$ cat config.mk
export PLATFORM = sky130hd
export DESIGN_NAME = miss_sampler
export DESIGN_NICKNAME = d
export VERILOG_FILES = /design/src/rtl/miss_sampler_pkg.sv /design/src/rtl/ms_jitter_lfsr.sv /design/src/rtl/ms_reload_calc.sv /design/src/rtl/ms_countdown.sv /design/src/rtl/miss_sampler.sv
export SDC_FILE = /design/constraint.sdc
export NUM_CORES = 1
export LEC_CHECK = 0
export ABC_CLOCK_PERIOD_IN_PS = 5450
export BUFFER_PORTS_ARGS = -buffer_cell sky130_fd_sc_hd__buf_2
export CAP_MARGIN = 20
export CELL_PAD_IN_SITES_DETAIL_PLACEMENT = 0
export CELL_PAD_IN_SITES_GLOBAL_PLACEMENT = 1
export CORE_UTILIZATION = 46
export CTS_CLUSTER_DIAMETER = 30
export DETAILED_ROUTE_END_ITERATION = 10
export PLACE_DENSITY = 0.93
export SLEW_MARGIN = 20
export SYNTH_ARGS = -nofsm -noshare
export SYNTH_HDL_FRONTEND = slang
export SYNTH_SLANG_ARGS = --single-unit
$ cat constraint.sdc
create_clock -name clk -period 5.45 [get_ports clk]
set_input_delay 1.09 -clock clk [delete_from_list [all_inputs] [get_ports clk]]
set_output_delay 1.09 -clock clk [all_outputs]
set_load 0.02 [all_outputs]
$ cat src/rtl/miss_sampler_pkg.sv
package miss_sampler_pkg;

    typedef enum logic [1:0] {
        ST_OFF  = 2'd0,
        ST_RUN  = 2'd1,
        ST_HELD = 2'd2
    } samp_state_t;

    localparam int JIT_W = 16;
    localparam int JIT_SEL_W = $clog2(JIT_W + 1);
    localparam logic [JIT_W-1:0] LFSR_TAPS = 16'hB400;

endpackage

$ cat src/rtl/ms_jitter_lfsr.sv
module ms_jitter_lfsr
    import miss_sampler_pkg::*;
#(
    parameter logic [JIT_W-1:0] SEED = 16'hACE1
) (
    input  logic             clk,
    input  logic             rst_n,
    input  logic             step,
    output logic [JIT_W-1:0] value
);

    logic [JIT_W-1:0] state_q;
    logic [JIT_W-1:0] state_d;

    always_comb begin
        state_d = state_q >> 1;
        if (state_q[0]) begin
            state_d = state_d ^ LFSR_TAPS;
        end
    end

    always_ff @(posedge clk or negedge rst_n) begin
        if (!rst_n) begin
            state_q <= SEED;
        end else if (step) begin
            state_q <= state_d;
        end
    end

    assign value = state_q;

endmodule

$ cat src/rtl/ms_reload_calc.sv
module ms_reload_calc
    import miss_sampler_pkg::*;
#(
    parameter int CNT_W = 32
) (
    input  logic [CNT_W-1:0]     period,
    input  logic                 jitter_en,
    input  logic [JIT_SEL_W-1:0] jitter_bits,
    input  logic [JIT_W-1:0]     rnd,
    output logic [CNT_W-1:0]     reload
);

    localparam int PAD_W = CNT_W + 1 - JIT_W;

    logic [JIT_W-1:0] mask;
    logic [JIT_W-1:0] jit;
    logic [CNT_W:0]   sum;

    for (genvar i = 0; i < JIT_W; i++) begin : g_mask
        assign mask[i] = (JIT_SEL_W'(i) < jitter_bits);
    end

    always_comb begin
        jit    = jitter_en ? (rnd & mask) : '0;
        sum    = {1'b0, period} + {{PAD_W{1'b0}}, jit};
        reload = sum[CNT_W] ? {CNT_W{1'b1}} : sum[CNT_W-1:0];
    end

endmodule

$ cat src/rtl/ms_countdown.sv
module ms_countdown #(
    parameter int CNT_W = 32
) (
    input  logic             clk,
    input  logic             rst_n,
    input  logic             arm,
    input  logic             active,
    input  logic             miss,
    input  logic [CNT_W-1:0] reload,
    output logic             hit
);

    logic [CNT_W-1:0] cnt_q;
    logic             last;

    assign last = (cnt_q <= CNT_W'(1));
    assign hit  = active && miss && last;

    always_ff @(posedge clk or negedge rst_n) begin
        if (!rst_n) begin
            cnt_q <= '0;
        end else if (arm) begin
            cnt_q <= reload;
        end else if (active && miss) begin
            cnt_q <= last ? reload : (cnt_q - CNT_W'(1));
        end
    end

endmodule

$ cat src/rtl/miss_sampler.sv
module miss_sampler
    import miss_sampler_pkg::*;
#(
    parameter int ADDR_W = 32,
    parameter int CNT_W  = 32,
    parameter logic [15:0] LFSR_SEED = 16'hACE1
) (
    input  logic                 clk,
    input  logic                 rst_n,
    input  logic                 miss_valid,
    input  logic [ADDR_W-1:0]    miss_addr,
    input  logic [CNT_W-1:0]     cfg_period,
    input  logic                 cfg_jitter_en,
    input  logic [JIT_SEL_W-1:0] cfg_jitter_bits,
    input  logic                 irq_ack,
    output logic                 irq,
    output logic [ADDR_W-1:0]    sample_addr,
    output logic                 overflow
);

    samp_state_t state_q;
    samp_state_t state_d;

    logic             period_nz;
    logic             arm;
    logic             active;
    logic             hit;
    logic             step;
    logic [JIT_W-1:0] rnd;
    logic [CNT_W-1:0] reload;

    logic              irq_q;
    logic              ovf_q;
    logic [ADDR_W-1:0] addr_q;

    assign period_nz = (cfg_period != '0);
    assign arm       = (state_q == ST_OFF) && period_nz;
    assign active    = (state_q != ST_OFF) && period_nz;
    assign step      = arm || hit;

    ms_jitter_lfsr #(
        .SEED (LFSR_SEED)
    ) u_lfsr (
        .clk   (clk),
        .rst_n (rst_n),
        .step  (step),
        .value (rnd)
    );

    ms_reload_calc #(
        .CNT_W (CNT_W)
    ) u_reload (
        .period      (cfg_period),
        .jitter_en   (cfg_jitter_en),
        .jitter_bits (cfg_jitter_bits),
        .rnd         (rnd),
        .reload      (reload)
    );

    ms_countdown #(
        .CNT_W (CNT_W)
    ) u_count (
        .clk    (clk),
        .rst_n  (rst_n),
        .arm    (arm),
        .active (active),
        .miss   (miss_valid),
        .reload (reload),
        .hit    (hit)
    );

    always_comb begin
        state_d = state_q;
        unique case (state_q)
            ST_OFF: begin
                if (period_nz) state_d = ST_RUN;
            end
            ST_RUN: begin
                if (!period_nz) state_d = ST_OFF;
                else if (hit)   state_d = ST_HELD;
            end
            ST_HELD: begin
                if (!period_nz)          state_d = ST_OFF;
                else if (irq_ack && !hit) state_d = ST_RUN;
            end
            default: state_d = ST_OFF;
        endcase
    end

    always_ff @(posedge clk or negedge rst_n) begin
        if (!rst_n) begin
            state_q <= ST_OFF;
        end else begin
            state_q <= state_d;
        end
    end

    always_ff @(posedge clk or negedge rst_n) begin
        if (!rst_n) begin
            irq_q  <= 1'b0;
            ovf_q  <= 1'b0;
            addr_q <= '0;
        end else begin
            unique case (state_q)
                ST_OFF: begin
                    irq_q <= 1'b0;
                    ovf_q <= 1'b0;
                end
                ST_RUN: begin
                    if (!period_nz) begin
                        irq_q <= 1'b0;
                        ovf_q <= 1'b0;
                    end else if (hit) begin
                        irq_q  <= 1'b1;
                        addr_q <= miss_addr;
                    end
                end
                ST_HELD: begin
                    if (!period_nz) begin
                        irq_q <= 1'b0;
                        ovf_q <= 1'b0;
                    end else if (hit && irq_ack) begin
                        addr_q <= miss_addr;
                        ovf_q  <= 1'b0;
                    end else if (hit) begin
                        ovf_q <= 1'b1;
                    end else if (irq_ack) begin
                        irq_q <= 1'b0;
                        ovf_q <= 1'b0;
                    end
                end
                default: begin
                    irq_q <= 1'b0;
                    ovf_q <= 1'b0;
                end
            endcase
        end
    end

    assign irq         = irq_q;
    assign overflow    = ovf_q;
    assign sample_addr = addr_q;

endmodule

# Word level (Yosys, flattened, before mapping)
# Cells that the tools add are included.
[totals]
elab_cells = 87
out_inout_bits = 34
register_bits = 84
inputBits = 74
[op_classes]
n_eq_ne = 14
bitwise = 2
reduce_logical = 17
magnitude_cmp = 17
addsub = 2
mux = 29
[ops]
columns = ["cell", "n"]
rows = [
  ["$mux 32", 8],
  ["$pmux 32 s2", 1],
  ["$lt 4x5->1 const A", 8],
  ["$add 32x16->33", 1],
  ["$le 32x1->1 const B", 1],
  ["$mux 16", 2],
  ["$reduce_bool 32->1", 1],
  ["$sub 32x1->32 const B", 1],
  ["$lt 3x5->1 const A", 4],
  ["$and 16x16->16", 1],
  ["$ne 3x3->1 const B", 5],
  ["$ne 2x2->1 const B", 6],
  ["$lt 1x5->1 const A", 2],
  ["$lt 2x5->1 const A", 2],
  ["$mux 1", 10],
  ["$mux 2", 5],
  ["$logic_and 1x1->1", 6],
  ["$pmux 2 s3", 1],
  ["$reduce_bool 2->1", 3],
  ["$ne 5x5->1 const B", 1],
  ["$reduce_and 5->1", 1],
  ["$not 3->4", 1],
  ["$pmux 1 s2", 2],
  ["$reduce_and 4->1", 1],
  ["7 further kinds", 7],
]

# Longest topological paths before layout
# Gate-level depths: netlist of run 1.
[logic_depth]
word_depth = 9
ltp_mapped = 14

# Modules after synthesis
# Synthesis of run 1 repeated with hierarchy kept, for this count alone.
[hier_totals]
cells_unflattened = 646
area_unflattened_um2 = 5990.7
[modules_own_cells]
columns = ["mod", "area_per_inst_um2", "cells_each", "seq_area_each_um2", "n_inst"]
rows = [
  ["ms_countdown", 2289.7, 270, 800.8, 1],
  ["miss_sampler", 1502.7, 106, 900.9, 1],
  ["ms_reload_calc", 1445.1, 217, 0.0, 1],
  ["ms_jitter_lfsr", 753.2, 53, 410.4, 1],
]

# Worst setup path before layout of run 1
# Ideal clock, no wire load.
[synth_timing]
path_kind = "input -> register"
startpoint = "in cfg_jitter_bits[3]"
endpoint = "reg u_count.cnt_q[28]"
t_arrival_ns = 4.159
path_slack_ns = 1.151
stages = 14
path_cell_list = "clkbuf_1 > nor2_1 > nand2_1 > o211a_1 > ha_1 > fa_1 > a211oi_1 > o211ai_1 > nor3b_2 > o211ai_1 > a211oi_2 > nor3_4 > buf_4 > a221oi_1"
[synth_via]
elab_chain_cells = 8
word_cells_on_any_way = 23
[synth_rtl]
columns = ["element", "line", "text"]
rows = [
  ["start: declaration", "miss_sampler.sv:14", "input logic [JIT_SEL_W-1:0] cfg_jitter_bits,"],
  ["$lt 1x5->1 (tied with other cells)", "ms_reload_calc.sv:20", "assign mask[i] = (JIT_SEL_W'(i) < jitter_bits);"],
  ["$and 16x16->16 (*)", "ms_reload_calc.sv:24", "jit = jitter_en ? (rnd & mask) : '0;"],
  ["$mux 16 (*)", "ms_reload_calc.sv:24", ""],
  ["$add 32x16->33 (*)", "ms_reload_calc.sv:25", "sum = {1'b0, period} + {{PAD_W{1'b0}}, jit};"],
  ["$mux 32 (*)", "ms_reload_calc.sv:26", "reload = sum[CNT_W] ? {CNT_W{1'b1}} : sum[CNT_W-1:0];"],
  ["$mux 32", "ms_countdown.sv:25", "cnt_q <= last ? reload : (cnt_q - CNT_W'(1));"],
  ["$mux 32", "ms_countdown.sv:24", "end else if (active && miss) begin"],
  ["$mux 32 (*)", "ms_countdown.sv:22", "end else if (arm) begin"],
  ["end signal: assignment", "ms_countdown.sv:23", "cnt_q <= reload;"],
  ["end signal: assignment", "ms_countdown.sv:25", ""],
  ["end: declaration", "ms_countdown.sv:13", "logic [CNT_W-1:0] cnt_q;"],
]
# Every way passes the cells marked *; elsewhere a longest branch is shown, timed or not. The select of a mux whose other input is x is not followed.
# A chain may end at the register's enable or synchronous reset.

# Final worst setup path of run 1
[layout_timing]
startpoint = "in cfg_jitter_bits[4]"
endpoint = "reg u_count.cnt_q[17]"
# The elaborated chain is that of the path after synthesis.

==> metrics, run 1 <==
# H-tree levels 3; CP Launch Type input pin; Congestion Overflow GR 0; detailed-placement wirelength estimate 10,500 µm; TritonCTS clock tree yes; worst flop-to-flop path endpoint u_count.cnt_q[17]; CTS sink cnt 84; top sig layer met4; most common cell in the netlist dfrtp_1; # nets final 771; RD Place Congestion 0.928; flop2flop setup slack 1.92 ns; io pins 108; Post-Synth Simple-Gate Area 0.183; Max Slew Vio Count 0; Adder-Cell Fraction of Synth Area 0.0443; post-synthesis xor/xnor area fraction 0.0490; routed vias/inst 5.95; ANT nets after route 0; Synth area leader dfrtp_1; TNS Setup 0 ns; DR WL met2 7190 µm; clock latency on the worst-skew pair 0.35 ns; Buffers on Ports 107; layout cells sized above 1 0.305; DR pass1 iterations 8; # DRC 1; CTS Buffer Depth 2; Post-Syn Instances 582; Total GRT Usage 0.235; Worst Hold Class flop to flop; Yosys cell types 70; Power Density 240 nW/µm²; Setup CP Type input pin to flop; core area 11,600 µm²; DIE HEIGHT 112 µm; Syn. warnings 0; Synth Flop Type dfrtp_1; final setup vio count 0; chip width 112 µm; worst clock skew 0.00592 ns; failing checks design-rule violations; CP endpoint kind flop; fmax 222 MHz; post-synthesis mux area share 0.0931; unrepaired setup endpoints after global routing false; Post-Syn Nets 675; commonest cells in the netlist dfrtp_1 (76), a21oi_1 (55), nor2_1 (54); ys async rst share 1.00; max cap viols 0; Worst R2R Start u_lfsr.value[0]; register bit total from synthesis 84; Initial Util 0.479; wl on met1 6340 µm; initial antenna violation count 0; Post-synth EDFFs 0; Least-Margin Pin Slew 0.846 ns; crit path from cfg_jitter_bits[4]; FF-to-FF path depth 12; global-route wire length before repair 23,400 µm; crit path to u_count.cnt_q[17]; largest net degree at the start of global routing 85; Post-CTS Hold Fix Bufs 0; relative slew slack 0.436; Final Hold Vio Count 0; final worst slack 0.949 ns; DR iter-0 viols 422; DP Worst Slack 0.631 ns; CTS Root Cell clkbuf_16; dominant cells by area after synthesis dfrtp_1 (34%), mux2_2 (8.9%), a21oi_1 (5.0%), ha_1 (4.1%), dfstp_2 (3.8%); CP Data Required Time 5.66 ns; fill cell count 1,023; Num CTS Buffers 9; site row count 39; Syn-to-layout area delta 16.5%; vias in the first global route 4,718; Tcrit/Tclk final 0.826; postcts setup bufs 0; vias 4,911; Synth Area in Compound Gates 0.214; Yosys top cell area share 0.343; Seq/Total Area, Yosys 0.381; ant diodes 0; cell area after synthesis 5540 µm²; Mapped Avg Cell Area 9.52 µm²; DRT Wirelength 14,200 µm; worst vdd ir 0.000152 V; DR WL/cell 17.2 µm; CP Max Fanout 14; Lkg Pwr 0.00297 µW; PostCTS Resize Cnt 0; Critical Path AT 4.71 ns; minimum clock period after layout 4.50 ns; status finished, violations left; die area 12,500 µm²; Worst-path clk slew 0.06 ns; largest family of logic cells by synthesized area compound AO/OA/AOI/OAI gates; WL met3 463 µm
-- power breakdown --
group	internal, µW	switching [µW]
clock	339	266
combinational	95.3	131
sequential	662	57.7
total	1100	455
-- cell usage in the layout, fill, tap and decap left out, types with 4 or more instances in the layout --
cell type	synthesis	final
dfstp_2	8	8
and3_1	6	6
or2_2	5	5
nor2_1	54	53
xor2_1	10	10
a2111oi_0	4	4
o21ai_0	17	17
a221oi_2	5	5
dfrtp_1	76	76
nor2b_1	4	4
buf_4	3	7
a21o_1	11	11
nand2_1	42	42
nor4_1	20	20
o211ai_1	7	7
buf_2	7	106
o31ai_1	6	6
nor3_1	13	13
or3_1	10	10
clkbuf_16	0	9
a221oi_1	13	13
xnor2_1	21	21
o21a_1	4	4
a31oi_1	4	4
mux2_2	44	44
ha_1	18	18
o31a_1	4	4
a211oi_1	12	12
nand4_1	5	5
inv_1	10	10
o22ai_1	4	4
a21oi_1	55	55
nand3_1	16	16
-- cell families after synthesis --
group           after synthesis
fa+ha+maj                    19
simple gates                194
flops                        84
xor+xnor                     31
compound gates              169
mux                          46
buf+inv                      39
-- sequential cells by signal (all words and copies together), names as in the netlist --
| name | count |
|---|---|
| sample_addr | 32 |
| u_count.cnt_q | 32 |
| u_lfsr.value | 16 |
| state_q | 2 |
| irq | 1 |
| overflow | 1 |
-- critical path, stage by stage --
cell and delay (ns):
buf_2 0.15, nor2_1 0.27, nand2_1 0.13, o211a_1 0.23, ha_1 0.22, fa_1 0.43
a211oi_1 0.35, o211ai_1 0.17, nor3b_2 0.19, o211ai_1 0.24, buf_4 0.22, a211oi_2 0.15
nor3_4 0.41, buf_4 0.32, a221oi_1 0.13
-- final cells by class --
| class | instances | area, µm² | area share |
|---|---|---|---|
| clock buffers | 11 | 253 | 0.0392 |
| inverters | 10 | 37.5 | 0.00582 |
| multi-input cells | 459 | 3240 | 0.501 |
| clock inverters | 5 | 42.5 | 0.00659 |
| well taps | 143 | 179 | 0.0277 |
| flip-flops and latches | 84 | 2110 | 0.327 |
| repair buffers | 114 | 594 | 0.0921 |
-- through the flow --
step | cell area [µm²] | utilization | std cells | hold WS [ns] | total power (µW)
detailed placement | 6150 | 0.532 | 810 | 0.490 | 951
finish | 6450 | 0.558 | 826 | 0.501 | 1550
global route | 6450 | 0.558 | 826 | 0.517 | 1620
floorplan | 5540 | - | 582 | 0.479 | 860
CTS | 6450 | 0.558 | 826 | 0.505 | 1560
global placement | 6150 | 0.532 | 810 | 0.484 | 943
-- worst min-delay path by stage --
stage,from,end,slack [ns],cells past startpoint
2_1_floorplan,u_lfsr.value[9],u_lfsr.value[8],0.48,1
3_3_place_gp,sample_addr[12],sample_addr[12],0.48,1
3_5_place_dp,sample_addr[18],sample_addr[18],0.49,1
4_1_cts,sample_addr[18],sample_addr[18],0.51,1
5_1_grt,sample_addr[10],sample_addr[10],0.52,1
6_report,sample_addr[18],sample_addr[18],0.50,1
-- metal layers --
metal | GRT usage | vias up
met5 | 0 | -
met3 | 0.0310 | 14
met2 | 0.392 | 111
met4 | 0.0919 | 0
li1 | - | 2376
met1 | 0.309 | 2410
Note: power is estimated with default switching activity, not from simulation.
==> run 2: changes to the inputs <==
--- a/config.mk
+++ b/config.mk
@@ -5,15 +5,15 @@
 export SDC_FILE = /design/constraint.sdc
 export NUM_CORES = 1
 export LEC_CHECK = 0
-export ABC_CLOCK_PERIOD_IN_PS = 5450
+export ABC_CLOCK_PERIOD_IN_PS = 4110
 export BUFFER_PORTS_ARGS = -buffer_cell sky130_fd_sc_hd__buf_2
 export CAP_MARGIN = 20
 export CELL_PAD_IN_SITES_DETAIL_PLACEMENT = 0
 export CELL_PAD_IN_SITES_GLOBAL_PLACEMENT = 1
-export CORE_UTILIZATION = 46
+export CORE_UTILIZATION = 39
 export CTS_CLUSTER_DIAMETER = 30
 export DETAILED_ROUTE_END_ITERATION = 10
-export PLACE_DENSITY = 0.93
+export PLACE_DENSITY = 0.85
 export SLEW_MARGIN = 20
 export SYNTH_ARGS = -nofsm -noshare
 export SYNTH_HDL_FRONTEND = slang
==> constraint.sdc (replaced) <==
create_clock -name clk -period 4.11 [get_ports clk]
set_input_delay 0.822 -clock clk [delete_from_list [all_inputs] [get_ports clk]]
set_output_delay 0.822 -clock clk [all_outputs]
set_load 0.02 [all_outputs]
==> run 2 against run 1 <==
The run now ends clean. Count of clock-buffer cells in the layout fell by 1. Cell count rose by 5.6%. Routed wire length rose by 2.4%. Die area rose by 18%. Sequential share of layout area fell by 0.65 points. Design area rose by 2.0%. Combinational power rose by 38%.
==> metrics, run 2 (same netlist as run 1, synthesis figures left out) <==
detailed-placement wirelength estimate 10,700 µm; final setup vio count 0; DR iter-0 viols 383; vias in the first global route 4,854; DR WL/cell 16.7 µm; CP Data Required Time 4.31 ns; status finished clean; die area 14,700 µm²; Worst Hold Class flop to flop; DR pass1 iterations 5; max cap viols 0; Final Hold Vio Count 0; postcts setup bufs 0; most common cell after layout, fill and taps aside buf_2; layout cells sized above 1 0.314; initial antenna violation count 0; worst flop-to-flop path endpoint u_count.cnt_q[18]; ANT nets after route 0; CP Launch Type input pin; minimum clock period after layout 3.60 ns; DP Area 6290 µm²; global-route wire length before repair 23,500 µm; site row count 43; Final Util 0.474; vias 4,991; Syn-to-layout area delta 18.9%; # nets final 780; Congestion Overflow GR 0; Post-CTS Hold Fix Bufs 0; worst clock skew 0.00914 ns; Least-Margin Pin Slew 0.794 ns; core area 13,900 µm²; Num CTS Buffers 9; ant diodes 0; io pins 108; CP Max Fanout 11; flop2flop setup slack 0.90 ns; Critical Path AT 3.80 ns; PostCTS Resize Cnt 0; relative slew slack 0.471; Total GRT Usage 0.203; fill cell count 1,329; CTS Buffer Depth 2; # H-tree levels 3; DP Cell Count 856; Max Slew Vio Count 0; chip width 121 µm; Buffers on Ports 107; # DRC 0; largest net degree at the start of global routing 85; DIE HEIGHT 121 µm; unrepaired setup endpoints after global routing false; TNS Setup 0 ns; Non-Filler Instances 872; CTS Root Cell clkbuf_16; Hold Worst Slack 0.502 ns; most frequent cells in the layout buf_2 (106), dfrtp_1 (76), a21oi_1 (55), nor2_1 (53), mux2_2 (44); clock latency on the worst-skew pair 0.35 ns; TritonCTS clock tree yes; DRT Wirelength 14,600 µm; crit path from cfg_jitter_bits[4]; RD Place Congestion 0.805; CTS sink cnt 84; worst vdd ir 0.000255 V; Initial Util 0.399; crit path to u_count.cnt_q[1]; CP endpoint kind flop; Worst R2R Start u_lfsr.value[0]; FF-to-FF path depth 12; routed vias/inst 5.72; Worst-path clk slew 0.06 ns; Tcrit/Tclk final 0.876; Lkg Pwr 0.00302 µW; Setup CP Type input pin to flop; Power Density 312 nW/µm²; final non-filler cell area 6580 µm²; fmax 278 MHz
run 2: cell count changes in the layout (fill, tap and decap cells not counted), sizes merged:
cell,before,now
inv,12,11
clkbuf,11,10
buf,114,123
clkinv,2,4
run 2: final cells by class:
class	count	area, µm²	share of cell area
repair buffers	123	687	0.104
multi-input cells	459	3240	0.491
flip-flops and latches	84	2110	0.321
clock buffers	10	239	0.0363
inverters	10	37.5	0.00570
clock inverters	6	47.5	0.00722
well taps	180	225	0.0342
run 2: per-stage QoR:
stage,total power [µW],setup slack [ns]
after floorplan,1140,0.0789
after global placement,1260,0.223
after detailed placement,1280,0.166
after CTS,2070,0.535
after global routing,2150,0.196
final,2050,0.509
run 2: power breakdown:
group	internal [µW]	total (µW)	leakage (µW)	switching [µW]
Sequential	878	953	0.00107	75.1
Clock	430	787	0.000139	357
Combinational	133	311	0.00182	178
Total	1440	2050	0.00302	610
run 2: worst min-delay path by stage:
stage	from	end	slack (ns)	depth (start not counted)
2_1_floorplan	u_lfsr.value[9]	u_lfsr.value[8]	0.48	1
3_3_place_gp	sample_addr[9]	sample_addr[9]	0.48	1
3_5_place_dp	sample_addr[15]	sample_addr[15]	0.49	1
4_1_cts	sample_addr[15]	sample_addr[15]	0.51	1
5_1_grt	sample_addr[6]	sample_addr[6]	0.52	1
6_report	sample_addr[1]	sample_addr[1]	0.50	1
run 2: per-layer routing:
layer	up-vias	global-route usage	routed length, µm
li1	2402	-	-
met5	-	0	0
met1	2446	0.272	6610
met4	0	0.0586	164
met2	129	0.330	7080
met3	14	0.0399	727
run 2: critical path, cell delays in order:
cell	delay (ns)
buf_2	0.16
nor2_1	0.17
nand2_1	0.09
o211a_1	0.22
ha_1	0.22
fa_1	0.43
a211oi_1	0.32
o211ai_1	0.16
nor3b_2	0.19
o211ai_1	0.18
buf_4	0.21
a211oi_2	0.12
buf_4	0.18
o31ai_1	0.19
o21ai_0	0.14
==> run 3: changes to the inputs <==
--- a/config.mk
+++ b/config.mk
@@ -10,6 +10,7 @@
 export CAP_MARGIN = 20
 export CELL_PAD_IN_SITES_DETAIL_PLACEMENT = 0
 export CELL_PAD_IN_SITES_GLOBAL_PLACEMENT = 1
+export CORE_MARGIN = 5
 export CORE_UTILIZATION = 39
 export CTS_CLUSTER_DIAMETER = 30
 export DETAILED_ROUTE_END_ITERATION = 10
==> run 3 against run 2 <==
Via count increased by 0.24%. Core utilization down 0.14 points. Critical path type unchanged. Clock power increased by 3.7%. Power up 1.4%. Routed wire length is 3.3% higher. Register-to-register slack worse by 0.16 ns. Largest cell class unchanged. Largest power group unchanged. Cell count decreased by 0.11%. Die area up 14%. First-iteration DRC count fell by 13%. Critical endpoint is now u_count.cnt_q[28].
==> metrics, run 3 (same netlist as run 1, synthesis figures left out) <==
status finished clean; most common cell after layout, fill and taps aside buf_2; RD Place Congestion 0.851; global-route wire length before repair 24,200 µm; Power Density 317 nW/µm²; io pins 108; Setup CP Type input pin to flop; # DRC 0; CP Max Fanout 12; minimum clock period after layout 3.77 ns; CP Data Required Time 4.34 ns; top sig layer met4; max cap viols 0; wl on met1 6770 µm; DP Cell Count 855; initial antenna violation count 0; Lkg Pwr 0.00302 µW; Buffers on Ports 107; detailed-placement wirelength estimate 11,500 µm; fmax 265 MHz; site row count 43; DR WL/cell 17.3 µm; DR iter-0 viols 334; Congestion Overflow GR 0; die area 16,700 µm²; DIE HEIGHT 129 µm; final worst slack 0.342 ns; TritonCTS clock tree yes; CTS sink cnt 84; CP Launch Type input pin; unrepaired setup endpoints after global routing false; DP Worst Slack 0.0411 ns; final setup vio count 0; ANT nets after route 0; core area 13,900 µm²; layout cells sized above 1 0.311; # H-tree levels 3; TNS Setup 0 ns; chip width 129 µm; Critical Path AT 4.00 ns; CTS Buffer Depth 2; clock latency on the worst-skew pair 0.34 ns; CP endpoint kind flop; vias 5,003; CTS Root Cell clkbuf_16; postcts setup bufs 0; ant diodes 0; Tcrit/Tclk final 0.917; Post-CTS Hold Fix Bufs 0; area of the multi-input gates 3240 µm²; worst clock skew 0.0103 ns; # nets final 779; fill cell count 1,348; Worst Hold Class flop to flop; Max Slew Vio Count 0; DR pass1 iterations 5; Least-Margin Pin Slew 0.834 ns; routed vias/inst 5.74; Sequential Area 2110 µm²; DRT Wirelength 15,100 µm; PostCTS Resize Cnt 0; Syn-to-layout area delta 18.5%; largest net degree at the start of global routing 56; Final Hold Vio Count 0; WL met3 462 µm; Initial Util 0.399; vias in the first global route 5,002; Worst-path clk slew 0.07 ns; Num CTS Buffers 9; worst vdd ir 0.000180 V; relative slew slack 0.444; Total GRT Usage 0.180; most frequent cells in the layout buf_2 (106), dfrtp_1 (76), a21oi_1 (55), nor2_1 (53), mux2_2 (44); DR WL met2 7530 µm; Non-Filler Instances 871
run 3: cell types whose count changed in the layout (fill, tap and decap cells not counted):
cell       before  now
clkbuf_1        0    1
bufinv_16       0    1
buf_12          2    0
clkinv_4        3    1
buf_4          14   16
buf_6           1    0
run 3: critical path, cell delays in order:
cell and delay [ns]:
buf_2 0.16, nor2_1 0.16, nand2_1 0.09, o211a_1 0.21, ha_1 0.21, fa_1 0.43
a211oi_1 0.35, o211ai_1 0.18, nor3b_2 0.20, o211ai_1 0.33, buf_4 0.23, a2111oi_0 0.12
xnor2_1 0.16, a221oi_1 0.32
run 3: per-layer routing:
| metal | track usage | vias up |
|---|---|---|
| met5 | 0 | - |
| met4 | 0.0679 | 0 |
| met3 | 0.0276 | 22 |
| met2 | 0.299 | 120 |
| met1 | 0.239 | 2456 |
| li1 | - | 2405 |
run 3: layout make-up:
class / count / share of cell area
Clock inverter: 5 / 0.00915
Tap cell: 180 / 0.0343
Timing Repair Buffer: 122 / 0.0991
Clock buffer: 11 / 0.0370
Inverter: 10 / 0.00572
Multi-Input combinational cell: 459 / 0.493
Sequential cell: 84 / 0.322
run 3: report_power, final:
part / switching, µW / internal (µW) / leakage (µW)
combinational: 178 / 133 / 0.00180
sequential: 74.9 / 878 / 0.00107
clock: 326 / 490 / 0.000146
total: 579 / 1500 / 0.00302
run 3: path summary, 6_finish.rpt:
path	start	end	slack [ns]	cells past startpoint
worst max-delay path	cfg_jitter_bits[2]	u_count.cnt_q[28]	0.34	14
worst min-delay path	sample_addr[18]	sample_addr[18]	0.50	1
min in group asynchronous	rst_n	u_lfsr.value[14]	0.53	1
worst max register to register	u_lfsr.value[0]	u_count.cnt_q[18]	0.74	11
max in group asynchronous	rst_n	sample_addr[8]	2.69	2
worst min register to register	sample_addr[18]	sample_addr[18]	0.50	1
run 3: per-stage QoR:
step	power, µW	utilization	hold WS, ns	area (µm²)
global placement	1260	0.451	0.484	6260
floorplan	1140	-	0.479	5540
global route	2190	0.473	0.518	6560
finish	2080	0.473	0.500	6560
CTS	2110	0.473	0.505	6560
detailed placement	1280	0.451	0.491	6260
